`config.mk`:
```
export PLATFORM = sky130hd
export DESIGN_NAME = vram_mask_rmw
export DESIGN_NICKNAME = d
export VERILOG_FILES = /design/src/rtl/rmw_pkg.sv /design/src/rtl/rmw_addr_gen.sv /design/src/rtl/rmw_seq.sv /design/src/rtl/rmw_ptrs.sv /design/src/rtl/rmw_merge.sv /design/src/rtl/vram_mask_rmw.sv
export SDC_FILE = /design/constraint.sdc
export NUM_CORES = 1
export LEC_CHECK = 0
export BUFFER_PORTS_ARGS = -buffer_cell sky130_fd_sc_hd__clkbuf_2
export CORE_MARGIN = 2
export CORE_UTILIZATION = 25
export CTS_CLUSTER_DIAMETER = 30
export DETAILED_ROUTE_END_ITERATION = 10
export SLEW_MARGIN = 10
export SYNTH_ARGS = -nofsm -noshare
export SYNTH_HDL_FRONTEND = slang
export SYNTH_SLANG_ARGS = --single-unit
```
`constraint.sdc`:
```
create_clock -name clk -period 5.1 [get_ports clk]
set_clock_uncertainty 0.1 [all_clocks]
set_input_delay 0.255 -clock clk [delete_from_list [all_inputs] [get_ports clk]]
set_output_delay 0.255 -clock clk [all_outputs]
set_load 0.01 [all_outputs]
```
`src/rtl/rmw_pkg.sv`:
```
// Package: shared state encoding for the masked video-memory update engine.
// Assumes the sequencer walks the states in declaration order.
package rmw_pkg;
    typedef enum logic [2:0] {
        ST_IDLE    = 3'd0,
        ST_SETADDR = 3'd1,
        ST_READ    = 3'd2,
        ST_WAIT    = 3'd3,
        ST_MERGE   = 3'd4,
        ST_WRITE   = 3'd5,
        ST_DONE    = 3'd6
    } rmw_state_t;
endpackage

```
`src/rtl/rmw_addr_gen.sv`:
```
// Module: rmw_addr_gen
// Forms the target word address from the base, the entry number and the word
// offset. Each entry holds 2**OFF_W words. The sum wraps modulo 2**ADDR_W.
// Assumes IDX_W + OFF_W <= ADDR_W.
module rmw_addr_gen #(
    parameter int ADDR_W = 10,
    parameter int IDX_W  = 6,
    parameter int OFF_W  = 2
) (
    input  logic [ADDR_W-1:0] base,
    input  logic [IDX_W-1:0]  idx,
    input  logic [OFF_W-1:0]  off,
    output logic [ADDR_W-1:0] addr
);
    logic [ADDR_W-1:0] entry_ofs;

    // Scale the entry number by the entry size and add base and offset.
    always_comb begin
        entry_ofs = ADDR_W'(idx) << OFF_W;
        addr      = base + entry_ofs + ADDR_W'(off);
    end
endmodule

```
`src/rtl/rmw_seq.sv`:
```
// Module: rmw_seq
// Step sequencer: idle, set pointers, read, wait for data, merge, write, done.
// While stall is high, the state holds and no strobe fires. A start is
// accepted only in idle and only when not stalled.
module rmw_seq
    import rmw_pkg::*;
(
    input  logic       clk,
    input  logic       rst_n,
    input  logic       start,
    input  logic       stall,
    output rmw_state_t state,
    output logic       accept,
    output logic       ld_rd_ptr,
    output logic       cap_rdata,
    output logic       do_merge
);
    rmw_state_t nxt;

    // Next-state selection; every non-idle state advances by one step.
    always_comb begin
        nxt = state;
        unique case (state)
            ST_IDLE:    if (start) nxt = ST_SETADDR;
            ST_SETADDR: nxt = ST_READ;
            ST_READ:    nxt = ST_WAIT;
            ST_WAIT:    nxt = ST_MERGE;
            ST_MERGE:   nxt = ST_WRITE;
            ST_WRITE:   nxt = ST_DONE;
            ST_DONE:    nxt = ST_IDLE;
            default:    nxt = ST_IDLE;
        endcase
    end

    // Strobes for the datapath; all of them are gated by stall.
    always_comb begin
        accept    = (state == ST_IDLE)    && start && !stall;
        ld_rd_ptr = (state == ST_SETADDR) && !stall;
        cap_rdata = (state == ST_WAIT)    && !stall;
        do_merge  = (state == ST_MERGE)   && !stall;
    end

    // State register; it holds while stall is high.
    always_ff @(posedge clk) begin
        if (!rst_n)      state <= ST_IDLE;
        else if (!stall) state <= nxt;
    end
endmodule

```
`src/rtl/rmw_ptrs.sv`:
```
// Module: rmw_ptrs
// Holds the separate write and read address pointers. The write pointer is
// loaded with the target address when a command is accepted. The read
// pointer is loaded from the write pointer one step later, so both end up
// pointing at the same word.
module rmw_ptrs #(
    parameter int ADDR_W = 10
) (
    input  logic              clk,
    input  logic              rst_n,
    input  logic              ld_wr,
    input  logic              ld_rd,
    input  logic [ADDR_W-1:0] target,
    output logic [ADDR_W-1:0] wr_ptr,
    output logic [ADDR_W-1:0] rd_ptr
);
    // Write pointer: captured at command acceptance.
    always_ff @(posedge clk) begin
        if (!rst_n)     wr_ptr <= '0;
        else if (ld_wr) wr_ptr <= target;
    end

    // Read pointer: copied from the write pointer in the set-address step.
    always_ff @(posedge clk) begin
        if (!rst_n)     rd_ptr <= '0;
        else if (ld_rd) rd_ptr <= wr_ptr;
    end
endmodule

```
`src/rtl/rmw_merge.sv`:
```
// Module: rmw_merge
// Latches the command's mask and value, captures the word that was read, and
// forms (old & keep) | set. Assumes read data is valid in the cycle after
// the read was issued, and that it is held while the sequencer is stalled.
module rmw_merge #(
    parameter int DATA_W = 16
) (
    input  logic              clk,
    input  logic              rst_n,
    input  logic              ld_cmd,
    input  logic              cap_rdata,
    input  logic              do_merge,
    input  logic [DATA_W-1:0] keep_in,
    input  logic [DATA_W-1:0] set_in,
    input  logic [DATA_W-1:0] rdata,
    output logic [DATA_W-1:0] merged
);
    logic [DATA_W-1:0] keep_q;
    logic [DATA_W-1:0] set_q;
    logic [DATA_W-1:0] old_q;

    // Command operands: held for the whole command.
    always_ff @(posedge clk) begin
        if (!rst_n) begin
            keep_q <= '0;
            set_q  <= '0;
        end else if (ld_cmd) begin
            keep_q <= keep_in;
            set_q  <= set_in;
        end
    end

    // Old word: captured when the read data arrives.
    always_ff @(posedge clk) begin
        if (!rst_n)         old_q <= '0;
        else if (cap_rdata) old_q <= rdata;
    end

    // Merge register: AND with the keep-mask, then OR with the set-value.
    always_ff @(posedge clk) begin
        if (!rst_n)        merged <= '0;
        else if (do_merge) merged <= (old_q & keep_q) | set_q;
    end
endmodule

```
`src/rtl/vram_mask_rmw.sv`:
```
// Module: vram_mask_rmw (top)
// Masked read-modify-write of one word in a single-port synchronous video
// memory with one cycle of read latency. The stall input comes from an
// external arbiter: it freezes the sequencer and blocks the memory port.
module vram_mask_rmw
    import rmw_pkg::*;
#(
    parameter int ADDR_W = 10,
    parameter int IDX_W  = 6,
    parameter int OFF_W  = 2,
    parameter int DATA_W = 16
) (
    input  logic              clk,
    input  logic              rst_n,
    input  logic              start,
    input  logic [IDX_W-1:0]  entry_idx,
    input  logic [OFF_W-1:0]  word_off,
    input  logic [DATA_W-1:0] keep_mask,
    input  logic [DATA_W-1:0] set_val,
    input  logic [ADDR_W-1:0] table_base,
    input  logic              stall,
    output logic              busy,
    output logic              done,
    output logic              mem_en,
    output logic              mem_we,
    output logic [ADDR_W-1:0] mem_addr,
    output logic [DATA_W-1:0] mem_wdata,
    input  logic [DATA_W-1:0] mem_rdata
);
    rmw_state_t        state;
    logic              accept;
    logic              ld_rd_ptr;
    logic              cap_rdata;
    logic              do_merge;
    logic [ADDR_W-1:0] target;
    logic [ADDR_W-1:0] wr_ptr;
    logic [ADDR_W-1:0] rd_ptr;
    logic [DATA_W-1:0] merged;

    rmw_addr_gen #(.ADDR_W(ADDR_W), .IDX_W(IDX_W), .OFF_W(OFF_W)) addr_i (
        .base (table_base),
        .idx  (entry_idx),
        .off  (word_off),
        .addr (target)
    );

    rmw_seq seq_i (
        .clk       (clk),
        .rst_n     (rst_n),
        .start     (start),
        .stall     (stall),
        .state     (state),
        .accept    (accept),
        .ld_rd_ptr (ld_rd_ptr),
        .cap_rdata (cap_rdata),
        .do_merge  (do_merge)
    );

    rmw_ptrs #(.ADDR_W(ADDR_W)) ptrs_i (
        .clk    (clk),
        .rst_n  (rst_n),
        .ld_wr  (accept),
        .ld_rd  (ld_rd_ptr),
        .target (target),
        .wr_ptr (wr_ptr),
        .rd_ptr (rd_ptr)
    );

    rmw_merge #(.DATA_W(DATA_W)) merge_i (
        .clk       (clk),
        .rst_n     (rst_n),
        .ld_cmd    (accept),
        .cap_rdata (cap_rdata),
        .do_merge  (do_merge),
        .keep_in   (keep_mask),
        .set_in    (set_val),
        .rdata     (mem_rdata),
        .merged    (merged)
    );

    // Status and memory port decode from the sequencer state.
    always_comb begin
        busy      = (state != ST_IDLE);
        done      = (state == ST_DONE);
        mem_en    = ((state == ST_READ) || (state == ST_WRITE)) && !stall;
        mem_we    = (state == ST_WRITE);
        mem_addr  = (state == ST_WRITE) ? wr_ptr : rd_ptr;
        mem_wdata = merged;
    end
endmodule

```
==> results.md, run 1 <==
* Outcome: finished, final reports clean
* Cells after Synth at 484
* Critical path class: reg2out
* Die area at 16,000 um2
* Number of buffers created by CTS at 9
* Final nets at 647
* Hold endpoint: merge_i.old_q[12]
* CTS Sinks at 87
* Latest clock arrival within the worst-skew pair at 0.33 ns
* HP Start: mem_rdata[12]
* Slowest cell delay on critical path at 0.63 ns
* Ranking of synthesized cells by area: dfxtp_1 (46%), nand2_1 (16%), a21oi_1 (12%), a211oi_1 (3.8%), ha_1 (2.7%)
* Worst Hold Class: in2reg
* Clock power share at 41.8%
* Slew at the pin closest to its max-slew limit at 1.00 ns
* CTS root buffer: clkbuf_16
* Slowest CP cell: dfxtp_1
* CORE AREA at 14,600 um2
* Crit-path max FO at 13
* Area delta synth->final at 24.6%
* Post-synth top flop: dfxtp_1
* Initial cell density of the core at 25.7%
* Most frequent cells after synthesis: nand2_1 (155), a21oi_1 (89), dfxtp_1 (87)
* P per Cell Area at 318 nW/um2
* Post-cts sizing count at 0
* Synthesized flop and latch total at 87
* Buffers added on ports at 99
* GPL Wtd Cong at 0.789
* First-pass GRT wire length at 16.8 mm
* Max cap viols at 0
* Diodes inserted at 0
* Reg2Reg Depth at 5
* Comb pwr share at 10.0%
* YS warnings at 0
* CP arrival at 2.33 ns
* Clock tree from TritonCTS: built
* Vias per inst at 4.68
* Net switching power at 0.000376 W
* Number of remaining DRC errors at 0
* Ratio of cells with drive above 1 in the final layout at 22.3%
* Final period utilization at 52.6%
* Post-Route WL at 10.4 mm
* Reg power frac at 48.2%
* Buf+Inv Stages, Crit Path at 2
* Top cell type's share of synthesized area at 46.5%
* CTS max path bufs at 2
* Fin. Hold Viols at 0
* Final setup viols at 0
* Grt total ovfl at 0
* Crit path max-delay family: simple AND/OR/NAND/NOR gates
* Final HPWL DP at 7.16 mm
* RR Endpoint: ptrs_i.wr_ptr[8]
* Num rows at 44
* Vias in the first global route at 3,352
* Startpoint types: flop
* Max VDD drop at 0.145 mV
* Relative slew slack at 33.0%
* Minimum clock period at 2.68 ns
* Ys async rst share at 0%
* Initial antenna violation count at 0
* Most frequent cell after synthesis: nand2_1
* Die Wd at 126 um
* Largest net degree at the start of global routing at 86
* Max Slew Vio Count at 0
* Tot Pwr at 0.00148 W
* WHS Path Cells at 3
* IO Pins at 100
* Mapped Area at 3750 um2
* # H-tree levels at 3
* Routed vias at 3,541
* Static Leak at 1.82 nW
* Clk slew on worst S/H paths at 0.07 ns
* Post-Syn Nets at 563
* Post-DRT Antenna Nets at 0
* Reg2Reg Setup Slack at 2.48 ns
* Setup crit end kind: output pin
* Syn_area_per_cell at 7.74 um2
* R2R Path Start: seq_i.state[0]
* Sw frac at 25.3%
* Setup Fix Bufs, Post-CTS at 0
* Synth unique cells at 43
* Setup TNS at 0 ns
* Crit path cell chain: nand3b_1, clkinv_1, nand2_1, nand2_1, clkbuf_2
* Post-synth EDFFs at 0
* First drt pass iteration count at 6
* Sequential-to-total area share from yosys stat at 46.5%
* WL per Instance at 13.7 um
* CTS Hold Buffers Added at 0
* Most frequent CP cell: nand2_1
* Pint at 0.00111 W
* CP required at 4.74 ns
* DR iter-0 viols at 214
* RSZ-0062 raised after global routing: false
* Fmax at 373 MHz
* Cell accounting for the most synthesized area: dfxtp_1
* Total track usage at 13.2%
* Die H at 126 um
sequential cells by signal, summed over array words and instances (netlist names):
register        flops
merge_i.keep_q     16
merge_i.merged     16
merge_i.old_q      16
merge_i.set_q      16
ptrs_i.rd_ptr      10
ptrs_i.wr_ptr      10
seq_i.state         3
cells by family after synthesis:
kind of cell | after synthesis | synth area share (%)
and+or+nand+nor | 215 | 24.6
AOI/OAI and AO/OA | 133 | 20.9
DFF | 87 | 46.5
buffers and inverters | 38 | 4.21
adders and majority gates | 9 | 3.21
muxes | 2 | 0.601
per-stage QoR:
step | hold WS, ns | worst slack, ns | utilization [%] | instance area, um2 | std cells
4_1_cts | 0.0161 | 2.38 | 32.0 | 4670 | 757
5_1_grt | 0.0243 | 2.21 | 32.0 | 4670 | 757
3_3_place_gp | 0.341 | 2.50 | 30.1 | 4390 | 741
6_report | 0.0326 | 2.42 | 32.0 | 4670 | 757
3_5_place_dp | 0.347 | 2.45 | 30.1 | 4390 | 741
2_1_floorplan | 0.291 | 3.26 | - | 3750 | 484
worst max path at each step:
| stage | startpoint | end | cells after the start |
|---|---|---|---|
| after floorplan | seq_i.state[1] | mem_addr[0] | 6 |
| after global placement | seq_i.state[0] | ptrs_i.wr_ptr[8] | 5 |
| after detailed placement | seq_i.state[0] | ptrs_i.wr_ptr[8] | 5 |
| after CTS | seq_i.state[1] | mem_addr[1] | 5 |
| after global routing | seq_i.state[1] | mem_addr[3] | 5 |
| final | seq_i.state[1] | mem_addr[5] | 5 |
cells in the final DEF (no fill, tap or decap), types with 3 or more instances in the layout:
| master | instances |
|---|---|
| nand3_1 | 7 |
| a211oi_1 | 19 |
| o211ai_1 | 5 |
| buf_4 | 4 |
| clkbuf_16 | 9 |
| nand2b_1 | 5 |
| ha_1 | 8 |
| nand2_1 | 155 |
| inv_1 | 5 |
| nor2b_1 | 3 |
| a211o_1 | 5 |
| dfxtp_1 | 87 |
| clkbuf_2 | 99 |
| a21oi_1 | 89 |
| inv_6 | 3 |
| nor2_1 | 26 |
| o21ai_0 | 4 |
power groups by stage:
stage	clock (W)	sequential, W	combinational (W)
after global placement	0	0.000730	0.000149
after floorplan	0	0.000725	0.0000955
after detailed placement	0	0.000730	0.000149
after CTS	0.000643	0.000715	0.000150
after global routing	0.000672	0.000717	0.000167
final	0.000621	0.000715	0.000148
area by class of cell:
class	instances	area [um2]
fill	1545	9920
multi-input combinational	359	1860
sequential	87	1740
timing repair buffer	103	526
clock buffer	11	243
tap	184	230
clock inverter	5	38.8
inverter	8	30.0
routing by layer:
metal / global-route usage (%) / part of all wire, % / routed length [um] / vias up
li1: - / - / - / 1825
met1: 17.3 / 46 / 4810 / 1640
met2: 21.4 / 49 / 5030 / 64
met3: 2.07 / 3.3 / 347 / 12
met4: 5.75 / 1.7 / 172 / 0
met5: 0 / 0 / 0 / -
tightest hold or removal path, stage by stage:
cell	delay [ns]
clkbuf_2	0.08
nand2_1	0.04
a21oi_1	0.05
Note: power is estimated with default switching activity, not from simulation.
==> run 2, diff against run 1 <==
Settings changed: ABC_AREA set to 1.
Clock period 5.1 ns to 2.2 ns, I/O delays scaled along.
==> run 2 against run 1 <==
Via count increased by 1.4%. Sequential cell count unchanged. Setup slack got worse by 2.3 ns. Synthesized cell count increased by 1.4%. Critical path type unchanged. Largest cell class is now flip-flops and latches. Largest power group unchanged.
==> results.md, run 2 <==
* Outcome: finished, final reports clean
* RR Endpoint: merge_i.keep_q[0]
* Largest net degree at the start of global routing at 48
* Relative slew slack at 54.9%
* Final setup viols at 0
* Crit path launch: seq_i.state[0]
* Comb pwr share at 13.3%
* Post-route cell area at 5130 um2
* Routed vias at 3,592
* Sw frac at 25.4%
* P per Cell Area at 730 nW/um2
* Reg power frac at 44.9%
* R2R Path Start: seq_i.state[2]
* IO Pins at 100
* Ys async rst share at 0%
* Post-Syn Nets at 570
* Setup crit end kind: output pin
* Most frequent cell after synthesis: nand2_1
* Latest clock arrival within the worst-skew pair at 0.33 ns
* Die H at 125 um
* CP required at 1.99 ns
* Area delta synth->final at 41.2%
* Minimum clock period at 2.08 ns
* CTS max path bufs at 2
* Slew at the pin closest to its max-slew limit at 0.676 ns
* Synth Area in Adders at 3.30%
* Static Leak at 2.27 nW
* Ranking of synthesized cells by area: dfxtp_1 (48%), a21oi_1 (13%), nand2_1 (11%), o21ai_0 (8.7%), nor2_1 (4.3%)
* Num rows at 44
* Hold_ws at 0.0678 ns
* GPL Wtd Cong at 0.883
* Post-Place Cells at 756
* Grt total ovfl at 0
* Fmax at 481 MHz
* Area of the multi-input gates at 1630 um2
* Pint at 0.00280 W
* Number of buffers created by CTS at 9
* Placed cell area at 4310 um2
* Xor/xnor cell area share of the yosys netlist at 0.723%
* Initial cell density of the core at 25.3%
* WL per Instance at 12.5 um
* First-pass GRT wire length at 16.6 mm
* Max VDD drop at 0.294 mV
* Sequential-to-total area share from yosys stat at 47.9%
* Synth unique cells at 22
* RSZ-0062 raised after global routing: true
* CORE AREA at 14,400 um2
* Startpoint types: flop
* Clk slew on worst S/H paths at 0.06 ns
* Clock tree from TritonCTS: built
* Synthesized flop and latch total at 87
* Die area at 15,500 um2
* Vias in the first global route at 3,362
* Vias per inst at 4.36
* CTS Sinks at 87
* YS warnings at 0
* Final core utilization at 35.7%
* CP arrival at 1.87 ns
* # H-tree levels at 3
* Compound-Gate Fraction of Synth Area at 22.3%
* Max Slew Vio Count at 0
* Reg2Reg Setup Slack at 0.50 ns
* Mapped Area at 3640 um2
* Final cell count without fillers at 824
* Ratio of cells with drive above 1 in the final layout at 20.5%
* Fin. Hold Viols at 0
* CTS root buffer: clkbuf_16
* Post-DRT Antenna Nets at 0
* Final period utilization at 94.4%
* First drt pass iteration count at 4
* Final nets at 713
* Post-Route WL at 10.3 mm
* FF/Latch Area at 1740 um2
* Critical path class: reg2out
* Post-synthesis mux area share at 0%
* Cells after Synth at 491
* Largest family of logic cells by synthesized area: compound AO/OA/AOI/OAI gates
* Clock power share at 41.8%
* Most frequent cells after synthesis: nand2_1 (107), a21oi_1 (93), dfxtp_1 (87)
* Top cell type's share of synthesized area at 47.9%
* Post-synth top flop: dfxtp_1
* Most common cell after layout, fill and taps aside: nand2_1
* Crit path capture: mem_addr[1]
* Crit-path max FO at 6
* Syn_area_per_cell at 7.41 um2
* Simple-Gate Fraction of Synth Area at 18.3%
* Total track usage at 13.3%
* Cell accounting for the most synthesized area: dfxtp_1
* Reg2Reg Depth at 8
* Pre-CTS setup slack at 0.383 ns
* Number of remaining DRC errors at 0
* Max cap viols at 0
* Die Wd at 125 um
* DR iter-0 viols at 144
* # fillers at 1,562
* Worst Hold Class: in2reg
* Net switching power at 0.000952 W
* Worst setup margin at 0.122 ns
* Most frequent cells in the layout: nand2_1 (107), clkbuf_2 (99), a21oi_1 (93)
* Buffers added on ports at 99
* Initial antenna violation count at 1
* Final HPWL DP at 6.79 mm
* Post-synth EDFFs at 0
-- run 2: metrics by stage --
stage / TNS, ns / total power, W
after global routing: -0.162 / 0.00396
after detailed placement: 0 / 0.00215
final: 0 / 0.00375
after global placement: 0 / 0.00215
after CTS: 0 / 0.00380
after floorplan: 0 / 0.00198
-- run 2: how the worst min path moves through the flow --
stage | from | end | cells after the start
after detailed placement | mem_rdata[15] | merge_i.old_q[15] | 3
after global placement | keep_mask[9] | merge_i.keep_q[9] | 3
after CTS | table_base[9] | ptrs_i.wr_ptr[9] | 6
after floorplan | mem_rdata[0] | merge_i.old_q[0] | 2
final | table_base[9] | ptrs_i.wr_ptr[9] | 6
after global routing | stall | seq_i.state[2] | 4
-- run 2: power groups by stage --
stage | Clock [W] | Sequential [W] | Combinational [W]
final | 0.00157 | 0.00168 | 0.000498
after global routing | 0.00170 | 0.00169 | 0.000563
after CTS | 0.00162 | 0.00168 | 0.000499
after detailed placement | 0 | 0.00172 | 0.000431
after global placement | 0 | 0.00172 | 0.000429
after floorplan | 0 | 0.00171 | 0.000272
-- run 2: logic make-up (layout without fill, tap and decap cells) --
| logic type | Yosys count | in the layout |
|---|---|---|
| flops | 87 | 87 |
| simple gates | 166 | 166 |
| buf+inv | 66 | 214 |
| other cells | 0 | 1 |
| compound gates | 160 | 160 |
| xor+xnor | 3 | 3 |
| fa+ha+maj | 9 | 9 |
-- run 2: critical path, cell delays in order (launching register included) --
cell	delay [ns]
dfxtp_1	0.41
inv_1	0.10
nor2_1	0.13
inv_1	0.10
nor2_4	0.21
clkinvlp_4	0.20
o21ai_0	0.22
clkbuf_2	0.17
-- run 2: metal layers --
| metal | share of wire (%) | track usage (%) | vias to the layer above |
|---|---|---|---|
| met4 | 1.4 | 4.43 | 0 |
| met2 | 45 | 20.7 | 77 |
| met5 | 0 | 0 | - |
| li1 | - | - | 1903 |
| met3 | 3.7 | 3.39 | 10 |
| met1 | 50 | 18.0 | 1602 |
-- run 2: final cells by class --
class | count | area share (%)
tap | 184 | 4.48
timing repair buffer | 156 | 20.6
sequential | 87 | 33.9
timing repair inverter | 2 | 0.292
clock buffer | 11 | 4.73
antenna | 1 | 0.0487
multi-input combinational | 338 | 31.7
inverter | 40 | 3.00
clock inverter | 5 | 1.27
-- run 2: what timing repair did --
| item | in CTS | in global routing |
|---|---|---|
| hold endpoints to repair | 48 | 0 |
| endpoints found under the setup margin | 0 | 7 |
| hold buffers | 48 | 0 |
| resized for setup | 0 | 5 |
| setup buffers | 0 | 1 |
